==> config.mk <==
export PLATFORM = sky130hd
export DESIGN_NAME = banked_regfile
export DESIGN_NICKNAME = d
export VERILOG_FILES = /design/src/rtl/banked_regfile_pkg.sv /design/src/rtl/rf_addr_map.sv /design/src/rtl/rf_storage.sv /design/src/rtl/rf_sp_unit.sv /design/src/rtl/banked_regfile.sv
export SDC_FILE = /design/constraint.sdc
export NUM_CORES = 1
export LEC_CHECK = 0
export BUFFER_PORTS_ARGS = -buffer_cell sky130_fd_sc_hd__buf_2
export CAP_MARGIN = 10
export CORE_ASPECT_RATIO = 1.2
export CORE_MARGIN = 1.5
export CORE_UTILIZATION = 52
export CTS_BUF_LIST = sky130_fd_sc_hd__clkbuf_8
export CTS_CLUSTER_SIZE = 20
export DETAILED_ROUTE_END_ITERATION = 10
export GPL_ROUTABILITY_DRIVEN = 0
export GPL_TIMING_DRIVEN = 0
export PLACE_DENSITY = 0.75
export SLEW_MARGIN = 20
export SYNTH_ARGS = -nofsm -noshare
export SYNTH_HDL_FRONTEND = slang
export SYNTH_SLANG_ARGS = --single-unit
export TNS_END_PERCENT = 50
==> constraint.sdc <==
create_clock -name clk -period 4.1 [get_ports clk]
set_input_delay 0.41 -clock clk [delete_from_list [all_inputs] [get_ports clk]]
set_output_delay 0.41 -clock clk [all_outputs]
set_load 0.01 [all_outputs]
==> src/rtl/banked_regfile_pkg.sv <==
package banked_regfile_pkg;

   typedef enum logic [1:0] {
      STK_HOLD = 2'd0,
      STK_DOWN = 2'd1,
      STK_UP   = 2'd2
   } stk_op_e;

   // lane enables for a two-lane word: word access hits both lanes,
   // byte access hits the lane named by the index's lowest bit
   function automatic logic [1:0] lane_enables(input logic word, input logic hi);
      if (word) return 2'b11;
      return hi ? 2'b10 : 2'b01;
   endfunction

   function automatic stk_op_e decode_stack(input logic dn, input logic up);
      if (dn && !up) return STK_DOWN;
      if (up && !dn) return STK_UP;
      return STK_HOLD;
   endfunction

endpackage

==> src/rtl/rf_addr_map.sv <==
module rf_addr_map #(
   parameter int NUM_BANKS   = 4,
   parameter int BANKED_REGS = 4,
   parameter int NUM_REGS    = 8,
   localparam int BANK_W     = $clog2(NUM_BANKS),
   localparam int REG_W      = $clog2(NUM_REGS),
   localparam int NUM_SLOTS  = NUM_BANKS * BANKED_REGS + (NUM_REGS - BANKED_REGS - 1),
   localparam int SLOT_W     = $clog2(NUM_SLOTS)
) (
   input  logic [BANK_W-1:0] bank,
   input  logic [REG_W-1:0]  reg_idx,
   output logic [SLOT_W-1:0] slot,
   output logic              is_sp
);
   localparam int GLOBAL_BASE = NUM_BANKS * BANKED_REGS;

   always_comb begin
      is_sp = (int'(reg_idx) == NUM_REGS - 1);
      if (int'(reg_idx) < BANKED_REGS)
         slot = SLOT_W'(int'(bank) * BANKED_REGS + int'(reg_idx));
      else if (!is_sp)
         slot = SLOT_W'(GLOBAL_BASE + int'(reg_idx) - BANKED_REGS);
      else
         slot = '0;
   end
endmodule

==> src/rtl/rf_storage.sv <==
module rf_storage #(
   parameter int DATA_W    = 16,
   parameter int NUM_SLOTS = 19,
   localparam int SLOT_W   = $clog2(NUM_SLOTS),
   localparam int LANE_W   = DATA_W / 2
) (
   input  logic              clk,
   input  logic              rst_n,
   input  logic              wr_en,
   input  logic [SLOT_W-1:0] wr_slot,
   input  logic [1:0]        wr_be,
   input  logic [DATA_W-1:0] wr_lanes,
   input  logic [SLOT_W-1:0] rd_slot,
   output logic [DATA_W-1:0] rd_value
);
   logic [DATA_W-1:0] mem [NUM_SLOTS];

   for (genvar s = 0; s < NUM_SLOTS; s++) begin : g_slot
      for (genvar l = 0; l < 2; l++) begin : g_lane
         always_ff @(posedge clk or negedge rst_n) begin
            if (!rst_n)
               mem[s][l*LANE_W +: LANE_W] <= '0;
            else if (wr_en && int'(wr_slot) == s && wr_be[l])
               mem[s][l*LANE_W +: LANE_W] <= wr_lanes[l*LANE_W +: LANE_W];
         end
      end
   end

   always_comb begin
      if (int'(rd_slot) < NUM_SLOTS)
         rd_value = mem[rd_slot];
      else
         rd_value = '0;
   end
endmodule

==> src/rtl/rf_sp_unit.sv <==
module rf_sp_unit
   import banked_regfile_pkg::*;
#(
   parameter int              DATA_W   = 16,
   parameter logic [DATA_W-1:0] SP_RESET = 16'h0100,
   parameter int              SP_STEP  = 2,
   localparam int             LANE_W   = DATA_W / 2
) (
   input  logic              clk,
   input  logic              rst_n,
   input  logic              sys_mode,
   input  logic              push,
   input  logic              pop,
   input  logic              wr_en,
   input  logic [1:0]        wr_be,
   input  logic [DATA_W-1:0] wr_lanes,
   output logic [DATA_W-1:0] usp,
   output logic [DATA_W-1:0] ssp,
   output logic [DATA_W-1:0] active_sp,
   output logic [DATA_W-1:0] stack_addr
);
   localparam logic [DATA_W-1:0] STEP = DATA_W'(SP_STEP);

   logic [DATA_W-1:0] sp_q [2];
   logic [DATA_W-1:0] merged;
   logic [DATA_W-1:0] next_sp;
   stk_op_e           op;

   assign active_sp = sp_q[sys_mode];
   assign usp       = sp_q[0];
   assign ssp       = sp_q[1];
   assign op        = decode_stack(push, pop);

   always_comb begin
      for (int l = 0; l < 2; l++)
         merged[l*LANE_W +: LANE_W] = wr_be[l] ? wr_lanes[l*LANE_W +: LANE_W]
                                               : active_sp[l*LANE_W +: LANE_W];
      unique case (op)
         STK_DOWN: next_sp = active_sp - STEP;
         STK_UP:   next_sp = active_sp + STEP;
         default:  next_sp = wr_en ? merged : active_sp;
      endcase
      stack_addr = (op == STK_DOWN) ? active_sp - STEP : active_sp;
   end

   for (genvar m = 0; m < 2; m++) begin : g_sp
      always_ff @(posedge clk or negedge rst_n) begin
         if (!rst_n)
            sp_q[m] <= SP_RESET;
         else if (int'(sys_mode) == m)
            sp_q[m] <= next_sp;
      end
   end
endmodule

==> src/rtl/banked_regfile.sv <==
module banked_regfile
   import banked_regfile_pkg::*;
#(
   parameter int              DATA_W      = 16,
   parameter int              NUM_BANKS   = 4,
   parameter int              BANKED_REGS = 4,
   parameter int              NUM_REGS    = 8,
   parameter logic [DATA_W-1:0] SP_RESET  = 16'h0100,
   parameter int              SP_STEP     = 2,
   localparam int             BANK_W      = $clog2(NUM_BANKS),
   localparam int             REG_W       = $clog2(NUM_REGS),
   localparam int             SEL_W       = REG_W + 1,
   localparam int             LANE_W      = DATA_W / 2,
   localparam int             NUM_SLOTS   = NUM_BANKS * BANKED_REGS + (NUM_REGS - BANKED_REGS - 1),
   localparam int             SLOT_W      = $clog2(NUM_SLOTS)
) (
   input  logic              clk,
   input  logic              rst_n,
   input  logic [BANK_W-1:0] bank_sel,
   input  logic              sys_mode,
   input  logic              rd_word,
   input  logic [SEL_W-1:0]  rd_sel,
   output logic [DATA_W-1:0] rd_data,
   input  logic              wr_en,
   input  logic              wr_word,
   input  logic [SEL_W-1:0]  wr_sel,
   input  logic [DATA_W-1:0] wr_data,
   input  logic              push,
   input  logic              pop,
   output logic [DATA_W-1:0] stack_addr
);
   // elaboration-time parameter checks
   if (DATA_W % 2 != 0) begin : g_bad_width
      $error("DATA_W must split into two equal byte lanes");
   end
   if (BANKED_REGS >= NUM_REGS) begin : g_bad_regs
      $error("BANKED_REGS must leave room for shared registers and the stack alias");
   end
   if ((1 << BANK_W) != NUM_BANKS || (1 << REG_W) != NUM_REGS) begin : g_bad_pow2
      $error("NUM_BANKS and NUM_REGS must be powers of two");
   end
   if (SP_STEP <= 0) begin : g_bad_step
      $error("SP_STEP must be positive");
   end

   logic [SLOT_W-1:0] rd_slot, wr_slot;
   logic              rd_is_sp, wr_is_sp;
   logic [1:0]        wr_be;
   logic [DATA_W-1:0] wr_lanes;
   logic [DATA_W-1:0] store_value, reg_value;
   logic [DATA_W-1:0] usp, ssp, active_sp;

   rf_addr_map #(.NUM_BANKS(NUM_BANKS), .BANKED_REGS(BANKED_REGS), .NUM_REGS(NUM_REGS))
   u_rd_map (.bank(bank_sel), .reg_idx(rd_sel[SEL_W-1:1]), .slot(rd_slot), .is_sp(rd_is_sp));

   rf_addr_map #(.NUM_BANKS(NUM_BANKS), .BANKED_REGS(BANKED_REGS), .NUM_REGS(NUM_REGS))
   u_wr_map (.bank(bank_sel), .reg_idx(wr_sel[SEL_W-1:1]), .slot(wr_slot), .is_sp(wr_is_sp));

   assign wr_be    = lane_enables(wr_word, wr_sel[0]);
   assign wr_lanes = wr_word ? wr_data : {wr_data[LANE_W-1:0], wr_data[LANE_W-1:0]};

   rf_storage #(.DATA_W(DATA_W), .NUM_SLOTS(NUM_SLOTS)) u_store (
      .clk(clk), .rst_n(rst_n),
      .wr_en(wr_en && !wr_is_sp), .wr_slot(wr_slot), .wr_be(wr_be), .wr_lanes(wr_lanes),
      .rd_slot(rd_slot), .rd_value(store_value)
   );

   rf_sp_unit #(.DATA_W(DATA_W), .SP_RESET(SP_RESET), .SP_STEP(SP_STEP)) u_sp (
      .clk(clk), .rst_n(rst_n), .sys_mode(sys_mode), .push(push), .pop(pop),
      .wr_en(wr_en && wr_is_sp), .wr_be(wr_be), .wr_lanes(wr_lanes),
      .usp(usp), .ssp(ssp), .active_sp(active_sp), .stack_addr(stack_addr)
   );

   assign reg_value = rd_is_sp ? active_sp : store_value;

   always_comb begin
      if (rd_word)
         rd_data = reg_value;
      else if (rd_sel[0])
         rd_data = {{LANE_W{1'b0}}, reg_value[DATA_W-1:LANE_W]};
      else
         rd_data = {{LANE_W{1'b0}}, reg_value[LANE_W-1:0]};
   end
endmodule

==> metrics.txt, run 1 <==
Synth Instances 1726; DRT Pass-1 Iters 6; layout cell share with drive strength beyond 1 a little over a fifth; Synth area leaders dfrtp_1 47%, mux2_2 12%, o21ai_0 4.2%; Post-Syn Area per Cell 10.27 µm²; Worst EP required 3690 ps; Initial DRC Count 1941; CP Max Fanout 10; Core Area 33340 µm²; Fin. Hold Viols 0; Max clock buf depth 3; CP delay by family, top buffers and inverters; DR vias around 15000; Die Footprint 35200 µm²; Yosys top cell by area dfrtp_1; count leader, synth dfrtp_1; Async S/R FF share, synth 100.0%; fmax 245.7 MHz; area growth from synthesis to layout 12.69%; Cell Area, Synth 17720 µm²; max incr delay on CP roughly 400 ps; largest net degree at the start of global routing 77; TritonCTS Buffers 55; clk_skew 6.350 ps; CP Cell Sequence buf_2 -> clkbuf_4 -> clkbuf_4 -> and2_1 -> ha_1 -> o21ai_4 -> clkbuf_2 -> a21oi_1 -> a211oi_1 -> o21ai_0 -> a31oi_1 -> buf_2; CTS Sinks 336; Hold Crit Class input pin to asynchronous set/reset pin; Switch Pwr 3.242 mW; Placed Instances 2242; Sequential Power Share around 45%; distinct cell type count after synthesis 74; I/O pins 66; maximum vdd drop 0.3266 mV; Total Routing Usage GR about a third; Finished Cell Area approximately 20000 µm²; Clock transition at path regs about 60 ps; Pwr per Cell Area 496.9 nW/µm²; total power 9.924 mW; Max-Cap Viols 0; nets@finish 1890; CTS tree yes; Finished Layout Cells 2341; register area share after synthesis 47.46%; Slew headroom 19.51%; Logic pwr share 23.5%; first-pass GRT wire length 89020 µm; chip width 171.5 µm; CP arrival about 3700 ps; final setup margin 29.37 ps; most instantiated cells after synthesis 334 x dfrtp_1, 181 x mux2_2, 149 x o21ai_0; latest clock arrival within the worst-skew pair 660 ps; Root Buffer clkbuf_8; Final Max Tran Viols 0; Final ANT Viol Nets 0; grt ovf 0; fin crit period 4071 ps; start-to-end type of the worst setup path input pin to primary output; Total Wirelength 58320 µm; synthesized net count 1767; sw frac 32.67%; Setup violations, final 0; status complete, no violations; clock power share 31.7%; Post-synth EDFFs 0; fin crit share just under 100%; internal power 6.682 mW; Synth top area share 47.16%; Ys Warns 0; placed cell area 18720 µm²; vias in the first global route roughly 15000; Worst Setup Start Kind input pin; die height ~200 µm; Lkg Pwr 8.705 nW; Initial Utilization 53.16%; Slowest-stage cell, CP a211oi_1; PortBufs between 60 and 70; Slew @ Worst Pin 1199 ps; Fin Hold WS 306.0 ps; # DRC 0; CP Buf/Inv Count 5; dpl hpwl 41860 µm; Place WS -591.2 ps; H-tree levels 2; vias per inst 6.566; Crit. End Element primary output; post-synthesis register bit count about 340; routed length per instance 24.91 µm; initial antenna violation count 1; FP Rows 73; Synth Flop Type dfrtp_1
[through the flow]
step	TNS [ps]	utilization, %
floorplan	0	-
global placement	-1230510	55.78
detailed placement	-7076	56.14
CTS	0	59.78
global route	-2.502	59.91
finish	0	59.91
[power groups by stage]
stage / sequential (mW) / clock, mW / combinational, mW
floorplan: 4.31 / 0 / 1.56
global placement: 4.43 / 0 / 2.16
detailed placement: 4.46 / 0 / 2.25
CTS: 4.41 / 3.16 / 2.26
global route: 4.50 / 3.31 / 2.51
finish: 4.44 / 3.15 / 2.34
[worst paths after layout]
| kind | from | to | slack, ps | depth (start not counted) |
|---|---|---|---|---|
| max in group asynchronous | rst_n | u_sp.usp[8] | 2680 | 4 |
| max reg2reg | u_sp.ssp[1] | u_sp.usp[11] | 1340 | 8 |
| min in group clk | wr_data[12] | u_sp.usp[12] | 360 | 5 |
| min | rst_n | u_store.mem[212] | 310 | 2 |
| max | rd_sel[3] | rd_data[4] | 30 | 12 |
| min reg2reg | u_store.mem[138] | u_store.mem[138] | 480 | 2 |
[worst register-to-register path: cells and delay by family, from the launching register on]
family	cells	cell delay (ps)
AOI/OAI and AO/OA	3	670
and+or+nand+nor	3	920
DFF	1	430
adders and majority gates	1	360
muxes	1	320
[sequential cells by signal, summed over array words and instances, names as in the netlist]
signal / count
u_sp.ssp: 16
u_sp.usp: 16
u_store.mem: 304
[what timing repair did]
item / CTS / global route
hold buffers: 1 / 0
endpoints found under the hold margin: 59 / 0
buffers inserted: 0 / 0
setup endpoints to repair: 16 / 16
resized for setup: 6 / 8
[cell usage in the layout (no fill, tap or decap), types with 13 or more instances in the layout]
cell type / count
a211oi_1: 35
a21oi_1: 105
a221o_1: 14
a311oi_1: 14
a31oi_1: 13
buf_2: 88
clkbuf_1: 102
clkbuf_8: 73
dfrtp_1: 334
inv_1: 28
mux2_2: 181
mux2i_1: 54
mux4_2: 17
nand2_1: 147
nand2b_1: 23
nand3_1: 17
nor2_1: 143
nor2b_1: 21
nor3b_1: 13
o211ai_1: 16
o21ai_0: 149
o22ai_1: 47
o2bb2ai_1: 16
xnor2_1: 26
[metal layers]
metal / track usage, % / vias up / share of wire (%)
li1: - / 6550 / -
met1: 43.79 / 7464 / 37
met2: 52.14 / 1099 / 45
met3: 6.828 / 257 / 10
met4: 21.62 / 0 / 7.2
met5: 0 / - / 0
[layout make-up]
cell class	count	area (µm²)
Timing Repair Buffer	67	440.4
Sequential cell	336	8411
Clock inverter	25	182.7
Tap cell	450	563.0
Antenna cell	1	2.502
Multi-Input combinational cell	1230	8703
Buffer	143	604.3
Inverter	16	60.06
Fill cell	2723	13370
Clock buffer	73	1005
[cell families (layout without fill, tap and decap cells)]
| family | count (synthesis) | in the layout | synth area share [%] |
|---|---|---|---|
| XOR/XNOR | 31 | 31 | 1.574 |
| flip-flops | 336 | 336 | 47.46 |
| multiplexers | 262 | 262 | 17.35 |
| adder cells (fa/ha/maj) | 7 | 7 | 0.4942 |
| AND/OR/NAND/NOR | 434 | 434 | 11.52 |
| buffers and inverters | 160 | 324 | 3.692 |
| AO/OA/AOI/OAI | 496 | 496 | 17.91 |
| other | 0 | 1 | 0 |
(Power assumes the default switching activity.)
==> inputs of run 2 (changes only) <==
BUFFER_PORTS_ARGS = default   (was -buffer_cell sky130_fd_sc_hd__buf_2)
DONT_BUFFER_PORTS = 1   (was default)
GPL_TIMING_DRIVEN = default   (was 0)
PLACE_DENSITY = 0.73   (was 0.75)
==> run 2 against run 1 <==
Compared with the run above: the flow now finishes with violations (hold timing); setup slack better by 610 ps; clock skew rose by 15 ps; critical path depth is 5 lower; sequential cell count unchanged; total power shrank 6.8%; cell count decreased by 7.9%; sequential power hardly changed; first-iteration DRC count is 24% lower; die area is the same; register-to-register slack got worse by 110 ps; count of clock-buffer cells in the layout is 7 lower; sequential share of layout area up 2.0 points; critical path type is now flip-flop to primary output; highest routed layer unchanged.
==> metrics.txt, run 2 (synthesis results as in run 1) <==
commonest non-fill, non-tap cell in the layout dfrtp_1; setup bufs post-CTS 0 (unchanged); largest net degree at the start of global routing 337 (+340%); maximum vdd drop 0.3168 mV (-3.0%); Slew headroom 20.95% (+1.4 points); PortBufs 0 (-100%); Max-Cap Viols 0 (unchanged); start-to-end type of the worst setup path flip-flop to primary output; Finished Cell Area 19060 µm² (-4.5%); Lkg Pwr 8.184 nW (-6.0%); RSZ-0062 raised after global routing false; Largest register FFs 304 (unchanged); latest clock arrival within the worst-skew pair 630 ps (-30 ps); FP Rows 73 (unchanged); max incr delay on CP 410 ps (about the same); placed cell area 17900 µm² (-4.4%); Max clock buf depth 3 (unchanged); Placed Instances 2055 (-8.3%); CTS tree yes; vias in the first global route 13390 (-11%); Fin. Hold Viols 334 (+334); Total Wirelength 49880 µm (-14%); # DRC 0 (unchanged); Post-CTS Resized 0 (-6); DR vias 13840 (-10%); setup TNS 0 ps (unchanged); CP arrival 3050 ps (-610 ps); Initial DRC Count 1468 (-24%); CTS Sinks 336 (unchanged); nets@finish 1710 (-9.5%); Clock transition at path regs 70 ps (about the same); Slew @ Worst Pin 1186 ps (-13.56 ps); DRT Pass-1 Iters 6 (unchanged); CP Max Fanout 6 (-4); CP Buf/Inv Count 0 (-5); initial antenna violation count 0 (-1); fin util 57.19% (-2.7 points); clk_skew 21.09 ps (+14.74 ps); Worst Setup Start Kind flip-flop; Fin Hold WS -482.9 ps (-788.9 ps); Final ANT Viol Nets 0 (unchanged); Hold Crit Class input pin to asynchronous set/reset pin; Core Area 33340 µm² (unchanged); Initial Utilization 53.16% (unchanged); status complete, but fails checks; number of fill cells 2826 (+3.8%); fmax 288.8 MHz (+18%); Total Routing Usage GR 28.76% (-5.1 points); TritonCTS Buffers 53 (-3.6%); Root Buffer clkbuf_8; chip width 171.5 µm (unchanged); most frequent cells in the layout 334 x dfrtp_1, 181 x mux2_2, 149 x o21ai_0; CP delay by family, top simple AND/OR/NAND/NOR gates; first-pass GRT wire length 77120 µm (-13%); area growth from synthesis to layout 7.575%; H-tree levels 2 (unchanged); Setup violations, final 0 (unchanged); fin crit share 84.46% (-15 points); Worst EP required 3690 ps (about the same); I/O pins 66 (unchanged); die height 205.2 µm (unchanged); Slowest-stage cell, CP dfrtp_1; CP Cell Sequence mux2i_1 -> ha_1 -> nor3b_1 -> and3_1 -> o211ai_1 -> or2_2 -> xnor2_1; Crit. End Element primary output; routed length per instance 23.12 µm (-7.2%); layout cell share with drive strength beyond 1 19.30% (-2.4 points); Final Max Tran Viols 0 (unchanged); fin crit period 3463 ps (-607.9 ps); grt ovf 0 (unchanged); Die Footprint 35200 µm² (unchanged); vias per inst 6.414 (-2.3%); cts hold-fix bufs 9 (+8); Largest Register u_store.mem; dpl hpwl 33090 µm (-21%); Pwr per Cell Area 485.2 nW/µm² (-2.4%); failing checks hold timing; Finished Layout Cells 2157 (-7.9%)
## run 2: changes by cell type in the layout (fill, tap and decap cells not counted), sizes merged
| cell | delta |
|---|---|
| clkinv | -3 |
| buf | -80 |
| diode | +1 |
| clkbuf | -112 |
| dlygate4sd3 | +8 |
| inv | +3 |
| clkdlybuf4s15 | -1 |
| clkinvlp | +1 |
| bufinv | -1 |
## run 2: path summary, 6_finish.rpt
check	cells past startpoint	from	to	slack, ps
setup / recovery	7	u_sp.ssp[1]	stack_addr[15]	640
hold / removal	0	rst_n	u_store.mem[158]	-480
setup reg to reg	8	u_sp.ssp[1]	u_sp.usp[11]	1230
hold reg to reg	2	u_store.mem[200]	u_store.mem[200]	480
max in group asynchronous	0	rst_n	u_store.mem[62]	3920
min in group clk	2	sys_mode	u_sp.usp[9]	40
## run 2: through the flow
step | setup slack (ps) | hold WS [ps] | power, mW
floorplan | 676.9 | 114.4 | 5.868
global placement | 982.1 | 147.5 | 6.278
detailed placement | 1006 | 144.4 | 6.374
CTS | 664.3 | -548.3 | 9.251
global route | 443.9 | -507.9 | 9.686
finish | 637.3 | -482.9 | 9.250
## run 2: report_power, final
group	internal, mW	switching (mW)	leakage [nW]
combinational	0.911	1.08	3.24
sequential	3.97	0.439	4.33
clock	1.52	1.34	0.613
## run 2: layout make-up
cell class                 instances  area (µm²)  area share (%)
tap                              450       563.0           2.953
timing repair buffer              32       262.8           1.378
clock inverter                    25       158.9          0.8335
inverter                          16       60.06          0.3150
sequential                       336        8411           44.12
multi-input combinational       1230        8696           45.61
clock buffer                      66       908.4           4.765
antenna                            2       5.005         0.02625
## run 2: metal layers
metal  vias to the layer above  track usage [%]  routed length, µm
li1                       6184                -                  -
met1                      6872            35.47              19520
met2                       583            46.40              23760
met3                       196            5.251               3111
met4                         0            18.64               3484
met5                         -                0                  0
